`src/rtl/cfg_bank_pkg.sv`:
```
package cfg_bank_pkg;
    localparam int WORD_W   = 24;
    localparam int NUM_REGS = 6;
    localparam int CODE_W   = NUM_REGS - 1;   // longest address code
    localparam int SYNC_CH  = 3;

    // channel indices inside the synchronizer
    localparam int CH_SCLK = 0;
    localparam int CH_SDAT = 1;
    localparam int CH_SLE  = 2;

    typedef logic [WORD_W-1:0] word_t;
endpackage

```
`src/rtl/cfg_edge_sync.sv`:
```
module cfg_edge_sync #(
    parameter int N      = 3,
    parameter int STAGES = 2
) (
    input  logic         clk,
    input  logic         rst_n,
    input  logic [N-1:0] async_i,
    output logic [N-1:0] lvl_o,
    output logic [N-1:0] rise_o
);
    // per channel: STAGES synchronizer flops plus one history flop
    logic [N-1:0][STAGES:0] chain_d, chain_q;

    always_comb begin
        for (int i = 0; i < N; i++) begin
            chain_d[i] = {chain_q[i][STAGES-1:0], async_i[i]};
        end
    end

    always_ff @(posedge clk or negedge rst_n) begin
        if (!rst_n) chain_q <= '0;
        else        chain_q <= chain_d;
    end

    for (genvar g = 0; g < N; g++) begin : g_ch
        assign lvl_o[g]  = chain_q[g][STAGES-1];
        assign rise_o[g] = chain_q[g][STAGES-1] & ~chain_q[g][STAGES];
    end
endmodule

```
`src/rtl/cfg_shift_reg.sv`:
```
module cfg_shift_reg #(
    parameter int W = 24
) (
    input  logic         clk,
    input  logic         rst_n,
    input  logic         shift_en,
    input  logic         bit_i,
    output logic [W-1:0] word_o
);
    logic [W-1:0] sr_d, sr_q;

    always_comb begin
        sr_d = sr_q;
        if (shift_en) sr_d = {sr_q[W-2:0], bit_i};
    end

    always_ff @(posedge clk or negedge rst_n) begin
        if (!rst_n) sr_q <= '0;
        else        sr_q <= sr_d;
    end

    assign word_o = sr_q;
endmodule

```
`src/rtl/cfg_addr_decode.sv`:
```
module cfg_addr_decode #(
    parameter int NREG = 6
) (
    input  logic [NREG-2:0] code_i,
    output logic [NREG-1:0] sel_o
);
    // two-bit codes 00, 01, 10 pick registers 0..2
    assign sel_o[0] = (code_i[1:0] == 2'b00);
    assign sel_o[1] = (code_i[1:0] == 2'b01);
    assign sel_o[2] = (code_i[1:0] == 2'b10);

    // longer codes: a run of (k-1) ones ended by a zero picks register k
    for (genvar k = 3; k < NREG; k++) begin : g_long
        assign sel_o[k] = (&code_i[k-2:0]) & ~code_i[k-1];
    end
endmodule

```
`src/rtl/cfg_serial_bank.sv`:
```
module cfg_serial_bank
    import cfg_bank_pkg::*;
#(
    parameter int          SYNC_STAGES = 2,
    parameter int          MODE_BIT    = 2,
    parameter int          IF_N_W      = 16,
    parameter int          IF_N_LSB    = 4,
    parameter int          IF_R_W      = 9,
    parameter int          IF_R_LSB    = 5,
    parameter int          IF_R_MIN    = 2,
    parameter logic [15:0] DEF_IF_N    = 16'd2296,
    parameter logic [8:0]  DEF_IF_R    = 9'd48
) (
    input  logic                clk,
    input  logic                rst_n,
    input  logic                ser_clk_i,
    input  logic                ser_dat_i,
    input  logic                ser_le_i,
    output logic [WORD_W-3:0]   ctl_r0_o,
    output logic [WORD_W-3:0]   ctl_r1_o,
    output logic [WORD_W-3:0]   ctl_r2_o,
    output logic [WORD_W-4:0]   ctl_r3_o,
    output logic                if_user_o,
    output logic [IF_N_W-1:0]   if_n_o,
    output logic [IF_R_W-1:0]   if_r_o
);
    localparam int REG_IF_N = 4;
    localparam int REG_IF_R = 5;

    typedef struct packed {
        logic [NUM_REGS-1:0][WORD_W-1:0] r;
    } bank_t;

    logic [SYNC_CH-1:0]  lvl, rise;
    logic                le_rise, shift_en;
    word_t               word;
    logic [NUM_REGS-1:0] wr_sel;
    bank_t               bank_d, bank_q;

    cfg_edge_sync #(.N(SYNC_CH), .STAGES(SYNC_STAGES)) u_sync (
        .clk    (clk),
        .rst_n  (rst_n),
        .async_i({ser_le_i, ser_dat_i, ser_clk_i}),
        .lvl_o  (lvl),
        .rise_o (rise)
    );

    assign le_rise  = rise[CH_SLE];
    assign shift_en = rise[CH_SCLK] & ~lvl[CH_SLE];

    cfg_shift_reg #(.W(WORD_W)) u_shift (
        .clk     (clk),
        .rst_n   (rst_n),
        .shift_en(shift_en),
        .bit_i   (lvl[CH_SDAT]),
        .word_o  (word)
    );

    cfg_addr_decode #(.NREG(NUM_REGS)) u_dec (
        .code_i(word[CODE_W-1:0]),
        .sel_o (wr_sel)
    );

    always_comb begin
        bank_d = bank_q;
        for (int i = 0; i < NUM_REGS; i++) begin
            if (le_rise && wr_sel[i]) bank_d.r[i] = word;
        end
    end

    always_ff @(posedge clk or negedge rst_n) begin
        if (!rst_n) bank_q <= '0;
        else        bank_q <= bank_d;
    end

    logic [IF_R_W-1:0] user_r;

    always_comb begin
        user_r    = bank_q.r[REG_IF_R][IF_R_LSB +: IF_R_W];
        if_user_o = bank_q.r[0][MODE_BIT];
        if (if_user_o) begin
            if_n_o = bank_q.r[REG_IF_N][IF_N_LSB +: IF_N_W];
            if_r_o = (user_r < IF_R_W'(IF_R_MIN)) ? IF_R_W'(IF_R_MIN) : user_r;
        end else begin
            if_n_o = DEF_IF_N;
            if_r_o = DEF_IF_R;
        end
    end

    assign ctl_r0_o = bank_q.r[0][WORD_W-1:2];
    assign ctl_r1_o = bank_q.r[1][WORD_W-1:2];
    assign ctl_r2_o = bank_q.r[2][WORD_W-1:2];
    assign ctl_r3_o = bank_q.r[3][WORD_W-1:3];

    logic sig_unused;
    assign sig_unused = ^{lvl[CH_SCLK], rise[CH_SDAT], bank_q.r[0][1:0],
                          bank_q.r[1][1:0], bank_q.r[2][1:0], bank_q.r[3][2:0],
                          bank_q.r[REG_IF_N], bank_q.r[REG_IF_R]};
endmodule

```
`config.mk`:
```
export PLATFORM = sky130hd
export DESIGN_NAME = cfg_serial_bank
export DESIGN_NICKNAME = d
export VERILOG_FILES = /design/src/rtl/cfg_bank_pkg.sv /design/src/rtl/cfg_edge_sync.sv /design/src/rtl/cfg_shift_reg.sv /design/src/rtl/cfg_addr_decode.sv /design/src/rtl/cfg_serial_bank.sv
export SDC_FILE = /design/constraint.sdc
export NUM_CORES = 1
export LEC_CHECK = 0
export CAP_MARGIN = 10
export CORE_UTILIZATION = 34
export DETAILED_ROUTE_END_ITERATION = 6
export HOLD_SLACK_MARGIN = 0.03
export SYNTH_ARGS = -nofsm -noshare
export SYNTH_HDL_FRONTEND = slang
export SYNTH_SLANG_ARGS = --single-unit
```
`constraint.sdc`:
```
create_clock -name clk -period 1.85 [get_ports clk]
set_input_delay 0.37 -clock clk [delete_from_list [all_inputs] [get_ports clk]]
set_output_delay 0.37 -clock clk [all_outputs]
set_load 0.02 [all_outputs]
```
==> results.sh, run 1 <==
export IMPL_via_count=3252
export IMPL_synth_top_cell_area_share_pct=58.9
export IMPL_clock_skew_ps=4.78
export IMPL_arrival_ps=1650
export IMPL_antenna_found_initial=0
export IMPL_diodes=0
export IMPL_cts_tree="yes"
export IMPL_period_needed_ps=2020
export IMPL_violations="negative setup slack"
export IMPL_io_buffers=117
export IMPL_drv_cap=0
export IMPL_slew_headroom_pct=73.4
export IMPL_place_hpwl_um=8310
export IMPL_synth_cells=419
export IMPL_io_pins=118
export IMPL_cp_max_fo=3
export IMPL_firstDrtPassIters=3
export IMPL_power_density_nw_per_um2=1200
export IMPL_placed_cell_area_sq_um=7120
export IMPL_layout_setup_ws_ps=-168
export IMPL_status="finished with violations"
export IMPL_setup_viol=2
export IMPL_grt_max_degree=41
export IMPL_ys_ff_latch=144
export IMPL_grt_pass1_vias=3463
export IMPL_synthesis_nets=424
export IMPL_critPathRequiredTime_ps=1480
export IMPL_fin_crit_sh_pct=109
export IMPL_drt_total_wl_um=12300
export IMPL_drive_gt1_share_pct=46.4
export IMPL_tightest_slew_ps=399
export IMPL_synthTopCellsByArea="dfrtp_1 (59%), mux2_2 (25%), buf_4 (11%)"
export IMPL_synth_distinct_cells=18
export IMPL_clockBufferDepth=2
export IMPL_ys_seq_area_share_pct=58.9
export IMPL_fp_dieArea_sq_um=18500
export IMPL_power_leakage_nw=3.66
export IMPL_rsz0062_at_grt="yes"
export IMPL_cp_start_kind="flip-flop"
export IMPL_synth_top_cell_by_area="dfrtp_1"
export IMPL_cts_sinks=144
export IMPL_vias_per_cell=4.51
export IMPL_cts_root_buffer="clkbuf_16"
export IMPL_syn_avg_cell_area_sq_um=14.6
export IMPL_dieWidth_um=136
export IMPL_yosysWarnings=0
export IMPL_track_usage_pct=14.5
export IMPL_coreArea_sq_um=17400
export IMPL_numCtsBuffers=17
export IMPL_utilization_pct=44.4
export IMPL_gp_congestion=0.690
export IMPL_drc=0
export IMPL_wire_per_inst_um=17.0
export IMPL_fin_nets=488
export IMPL_path_class="flip-flop to output pin"
export IMPL_dr_first_iter_drc_count=75
export IMPL_drtAntennaViolNets=0
export IMPL_row_count=48
export IMPL_fmax_ghz=0.496
export IMPL_netlist_area_sq_um=6120
export IMPL_die_y_um=136
export IMPL_final_hold_violation_count=0
export IMPL_ir_worst_vdd_v=0.000673
export IMPL_slew_viol_final=0
export IMPL_clk_latency_ps=410
export IMPL_grt_overflow=0
export IMPL_htree_levels=4
export IMPL_holdCritPathClass="flip-flop to flip-flop"
export IMPL_areaGrowthSynthToFinish_pct=26.5
export IMPL_cp_end_kind="output pin"
export IMPL_start_util_pct=35.1
export IMPL_fin_area_sq_um=7740
export IMPL_clk_pin_slew_worst_paths_ps=60
export IMPL_grt_first_pass_wirelength_um=19600
==> final timing paths <==
check	from	endpoint	slack, ps	depth (start not counted)
max	bank_q[133]	if_r_o[1]	-170	5
min	u_sync.chain_d[7]	u_sync.lvl_o[2]	350	0
max reg2reg	u_shift.word_o[1]	bank_q[105]	200	4
min reg2reg	u_sync.chain_d[7]	u_sync.lvl_o[2]	350	0
max in group asynchronous	rst_n	ctl_r1_o[0]	860	3
min in group asynchronous	rst_n	ctl_r3_o[18]	440	2
==> sequential cells by signal, indices dropped and copies added (netlist names) <==
name	flops
ctl_r3_o	21
bank_q	25
u_sync.chain_q	2
ctl_r1_o	22
u_sync.chain_d	3
ctl_r2_o	22
ctl_r0_o	22
u_shift.word_o	24
u_sync.lvl_o	3
==> layout make-up <==
type	instances	area, sq um
clock inverter	7	123
sequential	144	3600
multi-input combinational	175	1840
tap	225	282
fill	1611	9680
timing repair buffer	145	1390
clock buffer	25	505
==> logic make-up after synthesis <==
group                  after synthesis  synth area share, %
AND/OR/NAND/NOR                     37                 3.99
buffers and inverters              100                 11.9
AO/OA/AOI/OAI                        2                0.164
multiplexers                       136                 25.0
flip-flops                         144                 58.9
==> layout by cell type (no fill, tap or decap), types with 2 or more instances in the layout <==
cell type        count
a21oi_2              2
and2_1              15
buf_12               5
buf_2                2
buf_4               21
buf_6                4
bufinv_16            3
clkbuf_1             3
clkbuf_16           17
clkbuf_2            13
clkbuf_8             5
clkdlybuf4s15_2      7
clkdlybuf4s50_1     89
clkinvlp_4           2
dfrtp_1            143
dlygate4sd2_1        2
mux2_2             136
nand2_1              2
nand2b_1             9
nor3_2               2
nor3b_2              2
nor3b_4              2
nor4_2               2
==> report_power, final <==
| group | leakage, nW | switching [W] | internal (W) |
|---|---|---|---|
| Combinational | 1.39 | 0.000962 | 0.000925 |
| Sequential | 1.96 | 0.000319 | 0.00349 |
| Clock | 0.300 | 0.00125 | 0.00231 |
| Total | 3.66 | 0.00253 | 0.00672 |
==> repair_timing <==
action / CTS / global route
gates resized for setup: 62 / 33
endpoints found under the hold margin: 35 / 0
setup endpoints to repair: 27 / 22
setup buffers: 1 / 0
gates cloned: 0 / 1
hold buffers: 1 / 0
pin swaps: 2 / 1
==> synthesized netlist by cell type <==
cell / n
and2_1: 15
buf_4: 89
nor4_1: 2
nor2b_1: 1
dfrtp_1: 144
clkbuf_1: 2
nand4b_1: 1
nor3_2: 1
nor3_1: 1
a21oi_1: 2
mux2_2: 136
nor2_1: 1
nor3b_2: 2
nand2_1: 2
buf_2: 8
nand2b_1: 9
nor3b_1: 2
buf_6: 1
==> through the flow <==
| stage | hold slack, ps | worst slack, ps | TNS (ps) | power, W | instances |
|---|---|---|---|---|---|
| finish | 346 | -168 | -301 | 0.00925 | 721 |
| global route | 355 | -270 | -490 | 0.00973 | 721 |
| CTS | 349 | -250 | -467 | 0.00940 | 720 |
| detailed placement | 314 | -326 | -431 | 0.00584 | 686 |
| global placement | 312 | -201 | -218 | 0.00580 | 686 |
| floorplan | 74.4 | 206 | 0 | 0.00503 | 419 |
==> routing by layer <==
layer / vias to the layer above / routed length (um) / global-route usage (%)
li1: 1478 / - / -
met1: 1689 / 5280 / 17.7
met2: 70 / 6350 / 23.8
met3: 15 / 451 / 3.99
met4: 0 / 201 / 6.48
met5: - / 0 / 0
==> worst max-delay path, stage by stage (launching register included) <==
cell	delay [ps]
dfrtp_1	400
nor4_2	320
buf_4	170
a21oi_2	50
nor2b_2	160
buf_6	140
Power figures use the tool's default switching activity.
==> run 2: changes to the inputs <==
MAX_ROUTING_LAYER = met4   (was not set)
==> results.sh, run 2 (same netlist as run 1, synthesis figures left out) <==
export IMPL_final_hold_violation_count=0
export IMPL_io_pins=118
export IMPL_vias_per_cell=4.50
export IMPL_cp_max_fo=3
export IMPL_final_cell_mix="dfrtp_1 (143), mux2_2 (136), clkdlybuf4s50_1 (89), buf_4 (21), clkbuf_16 (17)"
export IMPL_grt_first_pass_wirelength_um=19600
export IMPL_layout_commonest_cell="dfrtp_1"
export IMPL_track_usage_pct=14.9
export IMPL_regToRegEndpoint="bank_q[105]"
export IMPL_cp_start_kind="flip-flop"
export IMPL_fp_dieArea_sq_um=18500
export IMPL_dr_first_iter_drc_count=73
export IMPL_drc=0
export IMPL_ir_worst_vdd_v=0.000678
export IMPL_hold_path_end="u_sync.lvl_o[2]"
export IMPL_cp_cell_sequence="nor4_2 > buf_4 > a21oi_2 > nor2b_2 > buf_6"
export IMPL_grt_max_degree=41
export IMPL_fmax_ghz=0.494
export IMPL_grt_overflow=0
export IMPL_clk_pin_slew_worst_paths_ps=60
export IMPL_fin_area_sq_um=7740
export IMPL_htree_levels=4
export IMPL_seqPwrFrac_pct=41.1
export IMPL_p_sw_w=0.00253
export IMPL_path_depth=5
export IMPL_numCtsBuffers=17
export IMPL_hold_start="u_sync.chain_d[7]"
export IMPL_clockPowerShare_pct=38.5
export IMPL_firstDrtPassIters=4
export IMPL_start_util_pct=35.1
export IMPL_p_int_w=0.00672
export IMPL_drt_total_wl_um=12300
export IMPL_r2r_slack_ps=200
export IMPL_cts_sinks=144
export IMPL_rsz0062_at_grt="yes"
export IMPL_path_class="flip-flop to output pin"
export IMPL_diodes=0
export IMPL_fin_crit_sh_pct=109
export IMPL_max_stage_delay_ps=400
export IMPL_setup_viol=2
export IMPL_fin_nets=488
export IMPL_die_y_um=136
export IMPL_clock_skew_ps=4.47
export IMPL_clockBufferDepth=2
export IMPL_reg2reg_depth=4
export IMPL_row_count=48
export IMPL_finalNonFillerCells=721
export IMPL_areaGrowthSynthToFinish_pct=26.5
export IMPL_dieWidth_um=136
export IMPL_io_buffers=117
export IMPL_gp_congestion=0.697
export IMPL_cp_num_buf_inv=2
export IMPL_holdCritPathClass="flip-flop to flip-flop"
export IMPL_coreArea_sq_um=17400
export IMPL_arrival_ps=1650
export IMPL_fill_cells=1611
export IMPL_critPathRequiredTime_ps=1480
export IMPL_slew_headroom_pct=73.5
export IMPL_grt_pass1_vias=3470
export IMPL_cts_tree="yes"
export IMPL_cp_top_family="simple AND/OR/NAND/NOR gates"
export IMPL_power_leakage_nw=3.66
export IMPL_layout_setup_ws_ps=-173
export IMPL_cp_end_kind="output pin"
export IMPL_pwr_share_comb_pct=20.4
export IMPL_antenna_found_initial=0
export IMPL_largest_reg_flops=25
export IMPL_slowest_stage="dfrtp_1"
export IMPL_drtAntennaViolNets=0
export IMPL_cts_root_buffer="clkbuf_16"
export IMPL_status="finished with violations"
export IMPL_period_needed_ps=2020
export IMPL_drive_gt1_share_pct=46.4
export IMPL_wire_per_inst_um=17.0
export IMPL_tightest_slew_ps=397
export IMPL_clk_latency_ps=420
export IMPL_dp_cells=686
export IMPL_via_count=3245
export IMPL_placed_cell_area_sq_um=7120
export IMPL_place_hpwl_um=8310
export IMPL_drv_cap=0
export IMPL_slew_viol_final=0
export IMPL_top_register="bank_q"
export IMPL_violations="negative setup slack"
export IMPL_whs_path_depth=0
export IMPL_worstReg2RegStart="u_shift.word_o[1]"
export IMPL_switching_share_pct=27.4
export IMPL_power_density_nw_per_um2=1200
-- run 2: cell counts in the layout (fill, tap and decap cells not counted) --
No cell type changed its count.
-- run 2: worst max path at each step --
stage | startpoint | to | slack [ps]
after floorplan | u_sync.chain_q[8] | bank_q[105] | 210
after global placement | bank_q[133] | if_r_o[1] | -200
after detailed placement | bank_q[133] | if_r_o[1] | -330
after CTS | bank_q[130] | if_r_o[1] | -250
after global routing | bank_q[133] | if_r_o[1] | -270
final | bank_q[133] | if_r_o[1] | -170
-- run 2: cell type report --
| class | count | area (sq um) | area share [%] |
|---|---|---|---|
| timing repair buffer | 145 | 1390 | 17.9 |
| multi-input combinational | 175 | 1840 | 23.8 |
| clock inverter | 7 | 123 | 1.58 |
| clock buffer | 25 | 505 | 6.53 |
| sequential | 144 | 3600 | 46.6 |
| tap | 225 | 282 | 3.64 |
-- run 2: worst register-to-register path, cell delays in order, from the launching register on --
cell      delay [ps]
dfrtp_1          440
nand4b_1         260
nor3b_4          280
buf_12           190
mux2_2           360
-- run 2: routing by layer --
metal  up-vias  wire length, um  GRT usage [%]
met1      1683             5260           17.7
met5         -                0              -
met2        72             6320           23.8
li1       1474                -              -
met4         0              216           6.48
met3        16              461           3.95
-- run 2: power groups by stage --
| stage | Sequential, W | Clock (W) | Combinational [W] |
|---|---|---|---|
| after floorplan | 0.00376 | 0 | 0.00127 |
| after global placement | 0.00384 | 0 | 0.00197 |
| after detailed placement | 0.00386 | 0 | 0.00198 |
| after CTS | 0.00380 | 0.00369 | 0.00190 |
| after global routing | 0.00386 | 0.00383 | 0.00203 |
| final | 0.00380 | 0.00356 | 0.00189 |
-- run 2: metrics by stage --
stage | hold slack, ps | setup slack [ps] | power, W | setup TNS, ps | utilization, %
6_report | 346 | -173 | 0.00925 | -310 | 44.4
4_1_cts | 349 | -250 | 0.00940 | -467 | 44.7
3_5_place_dp | 314 | -326 | 0.00584 | -431 | 40.9
5_1_grt | 355 | -270 | 0.00973 | -490 | 44.4
2_1_floorplan | 74.4 | 206 | 0.00503 | 0 | -
3_3_place_gp | 312 | -201 | 0.00580 | -218 | 40.9
-- run 2: what timing repair did --
item / in CTS / in global routing
cloned: 0 / 1
endpoints found under the hold margin: 35 / 0
pin swaps: 2 / 1
endpoints found under the setup margin: 27 / 22
setup buffers: 1 / 0
hold buffers: 1 / 0
gates resized for setup: 62 / 33
